[config.mk]
export PLATFORM = sky130hd
export DESIGN_NAME = clkstop_ctrl
export DESIGN_NICKNAME = d
export VERILOG_FILES = /design/src/rtl/clkstop_pkg.sv /design/src/rtl/clkstop_sync.sv /design/src/rtl/clkstop_gate.sv /design/src/rtl/clkstop_ctrl.sv
export SDC_FILE = /design/constraint.sdc
export NUM_CORES = 1
export LEC_CHECK = 0
export ABC_AREA = 1
export CELL_PAD_IN_SITES_DETAIL_PLACEMENT = 1
export CELL_PAD_IN_SITES_GLOBAL_PLACEMENT = 1
export CORE_MARGIN = 2
export CORE_UTILIZATION = 42
export DETAILED_ROUTE_END_ITERATION = 6
export DONT_BUFFER_PORTS = 1
export PLACE_DENSITY = 0.84
export SLEW_MARGIN = 20
export SYNTH_ARGS = -nofsm -noshare
export SYNTH_HDL_FRONTEND = slang
export SYNTH_SLANG_ARGS = --single-unit
[constraint.sdc]
create_clock -name clk -period 1.4 [get_ports clk]
set_input_delay 0.21 -clock clk [delete_from_list [all_inputs] [get_ports clk]]
set_output_delay 0.21 -clock clk [all_outputs]
set_load 0.01 [all_outputs]
[src/rtl/clkstop_pkg.sv]
package clkstop_pkg;

    localparam int unsigned DEF_SYNC_STAGES = 2;

    typedef enum logic [1:0] {
        EDGE_NONE = 2'd0,
        EDGE_RISE = 2'd1,
        EDGE_FALL = 2'd2
    } edge_e;

    // Present and previous sampled level of one source clock
    typedef struct packed {
        logic cur;
        logic prev;
    } src_hist_t;

    function automatic edge_e classify_edge(input src_hist_t h);
        if (h.cur && !h.prev)
            return EDGE_RISE;
        else if (!h.cur && h.prev)
            return EDGE_FALL;
        else
            return EDGE_NONE;
    endfunction

endpackage

[src/rtl/clkstop_sync.sv]
module clkstop_sync #(
    parameter int unsigned STAGES = 2
) (
    input  logic clk,
    input  logic rst,
    input  logic sample_en,
    input  logic d,
    output logic q
);
    logic [STAGES-1:0] chain;

    generate
        if (STAGES == 1) begin : g_single
            always_ff @(posedge clk) begin
                if (rst)
                    chain <= '1;
                else if (sample_en)
                    chain <= d;
            end
        end else begin : g_multi
            always_ff @(posedge clk) begin
                if (rst)
                    chain <= '1;
                else if (sample_en)
                    chain <= {chain[STAGES-2:0], d};
            end
        end
    endgenerate

    assign q = chain[STAGES-1];

    // the synchronized request moves only on a source rising edge
    p_hold_between_edges_r4: assert property (@(posedge clk) disable iff (rst)
        !sample_en |=> $stable(q));

endmodule

[src/rtl/clkstop_gate.sv]
module clkstop_gate
    import clkstop_pkg::*;
#(
    parameter int unsigned WIDTH  = 1,
    parameter int unsigned STAGES = DEF_SYNC_STAGES
) (
    input  logic             clk,
    input  logic             rst,
    input  logic             src,
    input  logic             stop_n,
    output logic             free_o,
    output logic [WIDTH-1:0] gated_o,
    output logic             stopped_o
);
    src_hist_t hist;
    edge_e     src_edge;
    logic      stop_sync_n;
    logic      run_en;
    logic      rise_seen;

    always_ff @(posedge clk) begin
        if (rst)
            hist <= '0;
        else
            hist <= '{cur: src, prev: hist.cur};
    end

    assign src_edge  = classify_edge(hist);
    assign rise_seen = (src_edge == EDGE_RISE);

    clkstop_sync #(.STAGES(STAGES)) u_sync (
        .clk       (clk),
        .rst       (rst),
        .sample_en (rise_seen),
        .d         (stop_n),
        .q         (stop_sync_n)
    );

    // Run state is only re-decided while the source sits low
    always_ff @(posedge clk) begin
        if (rst)
            run_en <= 1'b1;
        else if (!hist.cur)
            run_en <= stop_sync_n;
    end

    assign free_o    = hist.cur;
    assign stopped_o = ~run_en;

    generate
        for (genvar i = 0; i < WIDTH; i++) begin : g_fan
            assign gated_o[i] = hist.cur & run_en;
        end
    endgenerate

    // run state flips only after a low source sample
    p_change_in_low_r7: assert property (@(posedge clk) disable iff (rst)
        (run_en != $past(run_en)) |-> !$past(hist.cur));

    // a group parked during a high phase remains parked through it
    p_parked_through_high_r3: assert property (@(posedge clk) disable iff (rst)
        (stopped_o && hist.cur && src) |=> stopped_o);

    // gated copy starts only together with its companion
    p_whole_rise_r8: assert property (@(posedge clk) disable iff (rst)
        $rose(gated_o[0]) |-> $rose(free_o));

    // gated copy ends only together with its companion
    p_whole_fall_r8: assert property (@(posedge clk) disable iff (rst)
        $fell(gated_o[0]) |-> $fell(free_o));

endmodule

[src/rtl/clkstop_ctrl.sv]
module clkstop_ctrl
    import clkstop_pkg::*;
#(
    parameter int unsigned N_CPU       = 2,
    parameter int unsigned N_BUS       = 6,
    parameter int unsigned N_APIC      = 1,
    parameter int unsigned N_MEM       = 16,
    parameter int unsigned SYNC_STAGES = DEF_SYNC_STAGES
) (
    input  logic              clk,
    input  logic              rst,
    input  logic              host_stop_n,
    input  logic              bus_stop_n,
    input  logic              cpu_src,
    input  logic              bus_src,
    input  logic              apic_src,
    input  logic              mem_src,
    output logic              cpu_free,
    output logic [N_CPU-1:0]  cpu_gated,
    output logic              bus_free,
    output logic [N_BUS-1:0]  bus_gated,
    output logic              apic_free,
    output logic [N_APIC-1:0] apic_gated,
    output logic              mem_free,
    output logic [N_MEM-1:0]  mem_gated,
    output logic              cpu_stopped,
    output logic              bus_stopped,
    output logic              apic_stopped,
    output logic              mem_stopped
);
    clkstop_gate #(.WIDTH(N_CPU), .STAGES(SYNC_STAGES)) u_cpu (
        .clk(clk), .rst(rst), .src(cpu_src), .stop_n(host_stop_n),
        .free_o(cpu_free), .gated_o(cpu_gated), .stopped_o(cpu_stopped)
    );

    clkstop_gate #(.WIDTH(N_BUS), .STAGES(SYNC_STAGES)) u_bus (
        .clk(clk), .rst(rst), .src(bus_src), .stop_n(bus_stop_n),
        .free_o(bus_free), .gated_o(bus_gated), .stopped_o(bus_stopped)
    );

    clkstop_gate #(.WIDTH(N_APIC), .STAGES(SYNC_STAGES)) u_apic (
        .clk(clk), .rst(rst), .src(apic_src), .stop_n(host_stop_n),
        .free_o(apic_free), .gated_o(apic_gated), .stopped_o(apic_stopped)
    );

    clkstop_gate #(.WIDTH(N_MEM), .STAGES(SYNC_STAGES)) u_mem (
        .clk(clk), .rst(rst), .src(mem_src), .stop_n(host_stop_n),
        .free_o(mem_free), .gated_o(mem_gated), .stopped_o(mem_stopped)
    );

    // the cycle after a reset cycle shows quiet outputs
    p_reset_quiet_r1: assert property (@(posedge clk)
        rst |=> (!cpu_free && !bus_free && !apic_free && !mem_free &&
                 !cpu_stopped && !bus_stopped && !apic_stopped && !mem_stopped));

endmodule

Word level (Yosys, flattened, before mapping)
Cells that the tools add are included.
{"block": "op_classes", "eq_ne": 4, "n_mux": 8, "bitwise": 8, "reduce_logical": 16}
{"operator": "$mux W2", "n": 8}
{"operator": "$eq A2 B1 Y1 const B", "n": 4}
{"operator": "$logic_and A1 B1 Y1", "n": 8}
{"operator": "$logic_not A1 Y1", "n": 8}
{"operator": "$and A1 B1 Y1", "n": 4}
{"operator": "$not A1 Y1", "n": 4}
{"block": "word_totals", "reg_bits": 20, "input_bits": 8}

Depth between registers and ports, before layout
Gate-level depths: netlist of the first run.
{"block": "depth", "depth_word": 5, "ltp_mapped": 4}

Modules after synthesis
Synthesis of the first run repeated with hierarchy kept, for this count alone.
{"block": "hier_totals", "hier_cells": 117, "hier_area_um2": 888.4}
{"module": "clkstop_sync", "instances": 4, "cells_each": 10, "area_per_inst_um2": 72.6, "seq_area_each_um2": 40.0}
{"module": "clkstop_gate (u_mem)", "instances": 1, "cells_each": 29, "area_per_inst_um2": 222.7, "seq_area_each_um2": 60.1}
{"module": "clkstop_gate (u_bus)", "instances": 1, "cells_each": 19, "area_per_inst_um2": 147.6, "seq_area_each_um2": 60.1}
{"module": "clkstop_gate (u_cpu)", "instances": 1, "cells_each": 15, "area_per_inst_um2": 117.6, "seq_area_each_um2": 60.1}
{"module": "clkstop_gate (u_apic)", "instances": 1, "cells_each": 14, "area_per_inst_um2": 110.1, "seq_area_each_um2": 60.1}

Least setup slack after synthesis of the first run
No wires, ideal clock.
{"block": "synth_timing", "path_kind": "reg2out", "from": "register u_mem.hist (netlist bit u_mem.free_o)", "to": "output port mem_gated[10]", "arrival_time_ns": 1.031, "path_slack_ns": 0.159, "path_stages_with_launch": 4, "cell_sequence": "dfxtp_1 nand2_1 inv_1 buf_4"}
{"block": "synth_between", "elab_chain_len": 1}
{"element": "start, declared", "line_no": "clkstop_gate.sv:15", "text": "src_hist_t hist;"}
{"element": "start signal, assigned", "line_no": "clkstop_gate.sv:25", "text": "hist <= '{cur: src, prev: hist.cur};"}
{"element": "$and A1 B1 Y1"}
{"element": "end, declared", "line_no": "clkstop_ctrl.sv:25", "text": "output logic [N_MEM-1:0] mem_gated,"}
No other way between the ends.

Final worst setup path of the first run
{"block": "layout_timing", "from": "register u_bus.hist (netlist bit u_bus.free_o)", "to": "output port bus_gated[1]"}
{"block": "layout_between", "elab_chain_len": 1}
{"element": "start, declared", "line_no": "clkstop_gate.sv:15"}
{"element": "start signal, assigned", "line_no": "clkstop_gate.sv:25"}
{"element": "$and A1 B1 Y1"}
{"element": "end, declared", "line_no": "clkstop_ctrl.sv:21", "text": "output logic [N_BUS-1:0] bus_gated,"}
No other way between the ends.

==> summary.md, run 1 <==
| Metric | Value |
|---|---|
| Status | completed |
| Final setup TNS | 0 ns |
| H-Tree Depth | 1 |
| First-pass GRT wire length | ~2.6 mm |
| Crit path largest cell delay | 0.42 ns |
| Post-synthesis cell type count | 10 |
| DIE WIDTH | 51.02 um |
| Layout area overhead | -4.043% |
| Ordered cell list for the critical path | nand2_1 > inv_1 > buf_4 |
| Post-synthesis register bit count | 20 |
| Largest net degree at the start of global routing | 17 |
| Worst-Margin Slew | between 0.3 and 0.4 ns |
| Initial antenna violation count | 0 |
| Starting Density | 43.21% |
| Seq/Total Area, Yosys | a little over two fifths |
| Max-slew violations | 0 |
| GR Overflow Total | 0 |
| Tightest Hold Check Type | input port to flip-flop |
| DIE AREA | approximately 2600 um^2 |
| Worst-path clk slew | ~0.11 ns |
| Main synth FF type | dfxtp_1 |
| CTS tree | built |
| Half-perimeter wire length after placement | 1.104 mm |
| Later-pin clock latency in the skew report | 0.29 ns |
| WS Path Type | flip-flop to output pin |
| Pleak | roughly 0.48 nW |
| Post-route ant nets | 0 |
| Seq. cell area | roughly 400 um^2 |
| Avg Cell Area, Syn | roughly 8.3 um^2 |
| Crit path required time | roughly 1.2 ns |
| Fin. Hold Viols | 0 |
| Final setup violation count | 0 |
| Commonest cells post-synth | 21 x buf_4, 20 x dfxtp_1, 20 x inv_1, 20 x nand2_1 |
| Worst EP arrival | around 1.1 ns |
| Sink Count | 20 |
| Vias | approximately 570 |
| Post-synth top area cell | dfxtp_1 |
| Die span in y | slightly above 50 um |
| Remaining DRCs | 0 |
| CP max FO | 6 |
| Setup WS pre-CTS | 0.3394 ns |
| Crit start category | flip-flop |
| Min Tclk post-route | 1.284 ns |
| Routability Congestion | around 0.69 |
| Area contributors post-synth | dfxtp_1 43%, buf_4 17%, nand3_2 11% |
| Maximum root-to-sink buffer count | 2 |
| RSZ-0062 raised after global routing | false |
| # rows | 17 |
| Multi-input gate area | roughly 260 um^2 |
| Crit share post-route | about nine tenths |
| Vias in the first global route | 558 |
| Pwr/cell area | between 1000 and 1500 nW/um^2 |
| Share of layout cells above drive strength 1 | between 20% and 30% |
| Asr flop ratio synth | 0% |
| Fmax | around 780 MHz |
| Slowest-stage cell, CP | dfxtp_2 |
| Initial detailed-routing violation count | 6 |
| Slew headroom | about 78% |
| Worst Setup End Kind | output pin |
| Detail-routed via count per cell | ~4.4 |
| Final setup margin | 0.1159 ns |
| Post-Syn Instances | 112 |
| Final nets | 109 |
| Drt wl/cell | about 12 um |
| CTS root buf | clkbuf_4 |
| Syn_nets | 120 |
| Cell with the most instances after synthesis | buf_4 |
| CTS Buf Count | 3 |
| N_diodes | 0 |
| Syn. warnings | 0 |
| I/O pin cnt | roughly 40 |
| Total Wirelength | ~1.5 mm |
| Fill cell count | between 200 and 300 |
| Core area | 2148 um^2 |
| Number of synthesized flops with an enable pin | 0 |
| Clk_skew | 0.0003366 ns |
| Synth top area share | around 43% |
| Worst vdd rail ir drop | 580.0 uV |
| TritonRoute pass-1 iters | 4 |
| Max-cap violations | 0 |
| Area of the mapped netlist | 928.4 um^2 |
| Port bufs | 0 |
| Overall Global Routing Usage | approximately an eighth |
==> worst max-delay path: cells and delay by family, from the launching register on <==
| kind | cells | cell delay (ns) |
|---|---|---|
| buffers and inverters | 2 | 0.26 |
| flip-flops | 1 | 0.42 |
| AND/OR/NAND/NOR | 1 | 0.10 |
==> layer usage <==
metal	global-route usage (%)	vias to the layer above	part of all wire (%)
met5	0	-	0
met4	8.108	0	0.87
met3	2.339	2	5.4
met2	21.86	11	50
met1	16.24	267	44
li1	-	288	-
==> cells in the final DEF (no fill, tap or decap) <==
cell	synthesis	routed
nand2_1	20	20
buf_12	1	1
nand3_2	10	10
nor2_1	8	8
buf_4	21	2
clkbuf_4	0	3
dfxtp_1	20	18
dlygate4sd3_1	0	3
inv_1	20	20
clkbuf_8	0	1
inv_6	1	1
nand3_1	10	10
dfxtp_2	0	2
dlymetal6s4s_1	0	1
==> cells by family after synthesis <==
kind of cell | synth area share, %
buffers and inverters | 29.38
DFF | 43.13
and+or+nand+nor | 27.49
==> metrics by stage <==
| step | instance area [um^2] | std cells | hold WS (ns) | total power, mW | utilization (%) |
|---|---|---|---|---|---|
| after floorplan | 928.4 | 112 | 0.3170 | 0.8006 | - |
| after global placement | 809.5 | 120 | 0.2833 | 0.7649 | 37.68 |
| after detailed placement | 809.5 | 120 | 0.2855 | 0.7729 | 37.68 |
| after CTS | 887.1 | 128 | 0.01927 | 1.117 | 41.29 |
| after global routing | 890.9 | 128 | 0.004977 | 1.170 | 41.47 |
| final | 890.9 | 128 | 0.01887 | 1.107 | 41.47 |
==> worst paths after layout <==
check / start / end / slack [ns] / cells after the start
worst max-delay path: u_bus.free_o / bus_gated[1] / 0.12 / 3
worst min-delay path: mem_src / u_mem.free_o / 0.02 / 2
worst max register to register: u_apic.free_o / u_apic.u_sync.chain[1] / 0.53 / 3
worst min register to register: u_cpu.u_sync.chain[1] / u_cpu.run_en / 0.48 / 2
==> layout make-up <==
cell class	count	area share, %
well taps	28	3.933
flip-flops and latches	20	45.22
multi-input cells	48	28.65
repair buffers	7	8.708
inverters	21	9.410
clock buffers	4	4.073
==> registers in the layout (all words and copies together) (netlist names), 2 cells and up <==
signal,count
u_bus.u_sync.chain,2
u_apic.u_sync.chain,2
u_cpu.u_sync.chain,2
u_mem.u_sync.chain,2
==> power breakdown <==
group	switching (mW)	internal, mW
Combinational	0.0962	0.0486
Sequential	0.0236	0.603
Clock	0.178	0.158
Total	0.297	0.810
==> repair_timing <==
| action | 4_1_cts | 5_1_grt |
|---|---|---|
| hold buffers | 4 | 0 |
| endpoints found under the hold margin | 8 | 0 |
| buffers inserted | 0 | 0 |
| setup endpoints to repair | 6 | 3 |
| gates resized for setup | 1 | 2 |
Note: power is estimated with default switching activity, not from simulation.
==> run 2, diff against run 1 <==
==> constraint.sdc (replaced) <==
create_clock -name clk -period 1.3 [get_ports clk]
set_input_delay 0.195 -clock clk [delete_from_list [all_inputs] [get_ports clk]]
set_output_delay 0.195 -clock clk [all_outputs]
set_load 0.01 [all_outputs]
==> run 2 against run 1 <==
The flow now finishes with violations (negative hold slack). First-iteration DRC count decreased by 83%. Register-to-register slack got worse by 0.10 ns. Design area decreased by 0.42%. Wire length increased by 1.9%. Non-clock buffer count decreased by 1. Clock skew increased by 0.0076 ns. Clock power increased by 5%. Highest routed layer unchanged. Core utilization decreased by 0.17 points. Largest power group unchanged.
==> summary.md, run 2 (synthesis results as in run 1) <==
| Metric | Value |
|---|---|
| Failing checks | negative hold slack |
| Initial antenna violation count | 0 (unchanged) |
| Clk_skew | 0.007950 ns (+0.007614 ns) |
| Starting Density | 43.21% (unchanged) |
| Maximum root-to-sink buffer count | 2 (unchanged) |
| Max-slew violations | 0 (unchanged) |
| I/O pin cnt | 41 (unchanged) |
| Total power | 1.187 mW (+7.3%) |
| Non-Filler Instances | 127 (-0.78%) |
| Min Tclk post-route | between 1 and 1.5 ns |
| Worst-Margin Slew | 0.3380 ns (+0.005952 ns) |
| Pwr/cell area | 1338 nW/um^2 (+7.7%) |
| Port bufs | 0 (unchanged) |
| Largest net degree at the start of global routing | 17 (unchanged) |
| Placed instance count | 121 (+0.83%) |
| H-Tree Depth | 1 (unchanged) |
| Max-cap violations | 0 (unchanged) |
| Switching share of power | 26.42% (-0.44 points) |
| Core area | 2148 um^2 (unchanged) |
| Status | complete, but fails checks |
| Remaining DRCs | 0 (unchanged) |
| Most frequent cells in the layout | 20 x nand2_1, 19 x inv_1, 19 x dfxtp_1, 10 x nand3_1, 10 x nand3_2 |
| Multi-input gate area | 255.2 um^2 (unchanged) |
| Fmax | roughly 830 MHz |
| CTS Buf Count | 3 (unchanged) |
| RSZ-0062 raised after global routing | false |
| Initial detailed-routing violation count | 1 (-5) |
| Overall Global Routing Usage | 13.68% (+0.31 points) |
| N_diodes | 0 (unchanged) |
| DIE WIDTH | 51.02 um (unchanged) |
| Fill cell count | 261 (-3.7%) |
| Vias | 549 (-3.3%) |
| Vias in the first global route | 587 (+5.2%) |
| Later-pin clock latency in the skew report | 0.29 ns (about the same) |
| CTS root buf | clkbuf_4 |
| Worst vdd rail ir drop | 452.6 uV (-22%) |
| Post-route ant nets | 0 (unchanged) |
| Final Util | 41.29% (-0.17 points) |
| Layout area overhead | -4.447% |
| Crit path required time | 1.11 ns (-0.08 ns) |
| CTS tree | built |
| Tightest hold margin | -0.003795 ns (-0.02267 ns) |
| First-pass GRT wire length | 2.670 mm (+4.3%) |
| Final setup violation count | 0 (unchanged) |
| Detail-routed via count per cell | 4.323 (-2.6%) |
| Logic pwr share | 13.8% (+0.7 points) |
| Final nets | 108 (-0.92%) |
| WS Path Type | flip-flop to output pin |
| Worst Setup End Kind | output pin |
| # rows | 17 (unchanged) |
| Seq. cell area | 401.6 um^2 (-0.31%) |
| Fin. Hold Viols | 1 (+1) |
| Die span in y | 51.02 um (unchanged) |
| Sink Count | 20 (unchanged) |
| Routability Congestion | 0.7157 (+3.5%) |
| Worst EP arrival | 1.01 ns (-0.06 ns) |
| Pleak | 0.4639 nW (-2.6%) |
| Reg power frac | 56.6% (about the same) |
| Drt wl/cell | 11.94 um (+2.8%) |
| Tightest Hold Check Type | input port to flip-flop |
| TritonRoute pass-1 iters | 2 (-2) |
| Share of layout cells above drive strength 1 | 21.21% (+1.2 points) |
| Crit start category | flip-flop |
| Slew headroom | 77.39% (-0.47 points) |
| DIE AREA | 2603 um^2 (unchanged) |
| Final setup TNS | 0 ns (unchanged) |
| Clock share of power | 29.6% (-0.8 points) |
| Half-perimeter wire length after placement | 1.150 mm (+4.1%) |
| Crit share post-route | 93.06% |
| Worst-path clk slew | 0.12 ns (about the same) |
| Switch Pwr | 0.3137 mW (+5.5%) |
| Most common cell after layout, fill and taps aside | nand2_1 |
| Total Wirelength | 1.517 mm (+1.9%) |
| GR Overflow Total | 0 (unchanged) |
| CP max FO | 6 (unchanged) |
| P_int | 0.8737 mW (+7.9%) |
## run 2: worst paths after layout
path / slack, ns / cells past startpoint / end / from
max: 0.09 / 2 / apic_gated / u_apic.free_o
min: -0.004 / 2 / u_cpu.free_o / cpu_src
min reg2reg: 0.49 / 2 / u_mem.u_sync.chain[0] / u_mem.u_sync.chain[0]
max reg2reg: 0.43 / 3 / u_apic.u_sync.chain[0] / u_apic.free_o
## run 2: area by class of cell
type	count	area share, %
clock buffers	4	4.090
inverters	21	9.450
multi-input cells	48	28.77
flip-flops and latches	20	45.28
well taps	28	3.949
repair buffers	6	8.463
## run 2: per-stage QoR
step / worst slack [ns] / area (um^2)
global placement: 0.3966 / 829.5
global route: 0.0003441 / 887.1
detailed placement: 0.3536 / 829.5
finish: 0.09028 / 887.1
floorplan: 0.07433 / 928.4
CTS: 0.02271 / 885.9
## run 2: critical path, cell delays in order (launching register included)
cell,delay [ns]
dfxtp_1,0.50
nand2_1,0.11
inv_1,0.11
## run 2: layer usage
| layer | part of all wire, % | GRT usage, % |
|---|---|---|
| met1 | 46 | 16.42 |
| met2 | 48 | 23.38 |
| met3 | 5.5 | 4.094 |
| met4 | 0.86 | 4.054 |
| met5 | 0 | 0 |
## run 2: timing repair
item,CTS,global route
resized for setup,0,2
setup endpoints to repair,0,18
hold buffers,2,0
hold endpoints to repair,8,0
buffers inserted,0,0
## run 2: power by group through the flow
stage	clock network, mW	logic (mW)	registers, mW
final	0.352	0.164	0.672
after global routing	0.378	0.188	0.677
after CTS	0.353	0.166	0.671
after detailed placement	0	0.157	0.685
after global placement	0	0.150	0.683
after floorplan	0	0.179	0.683
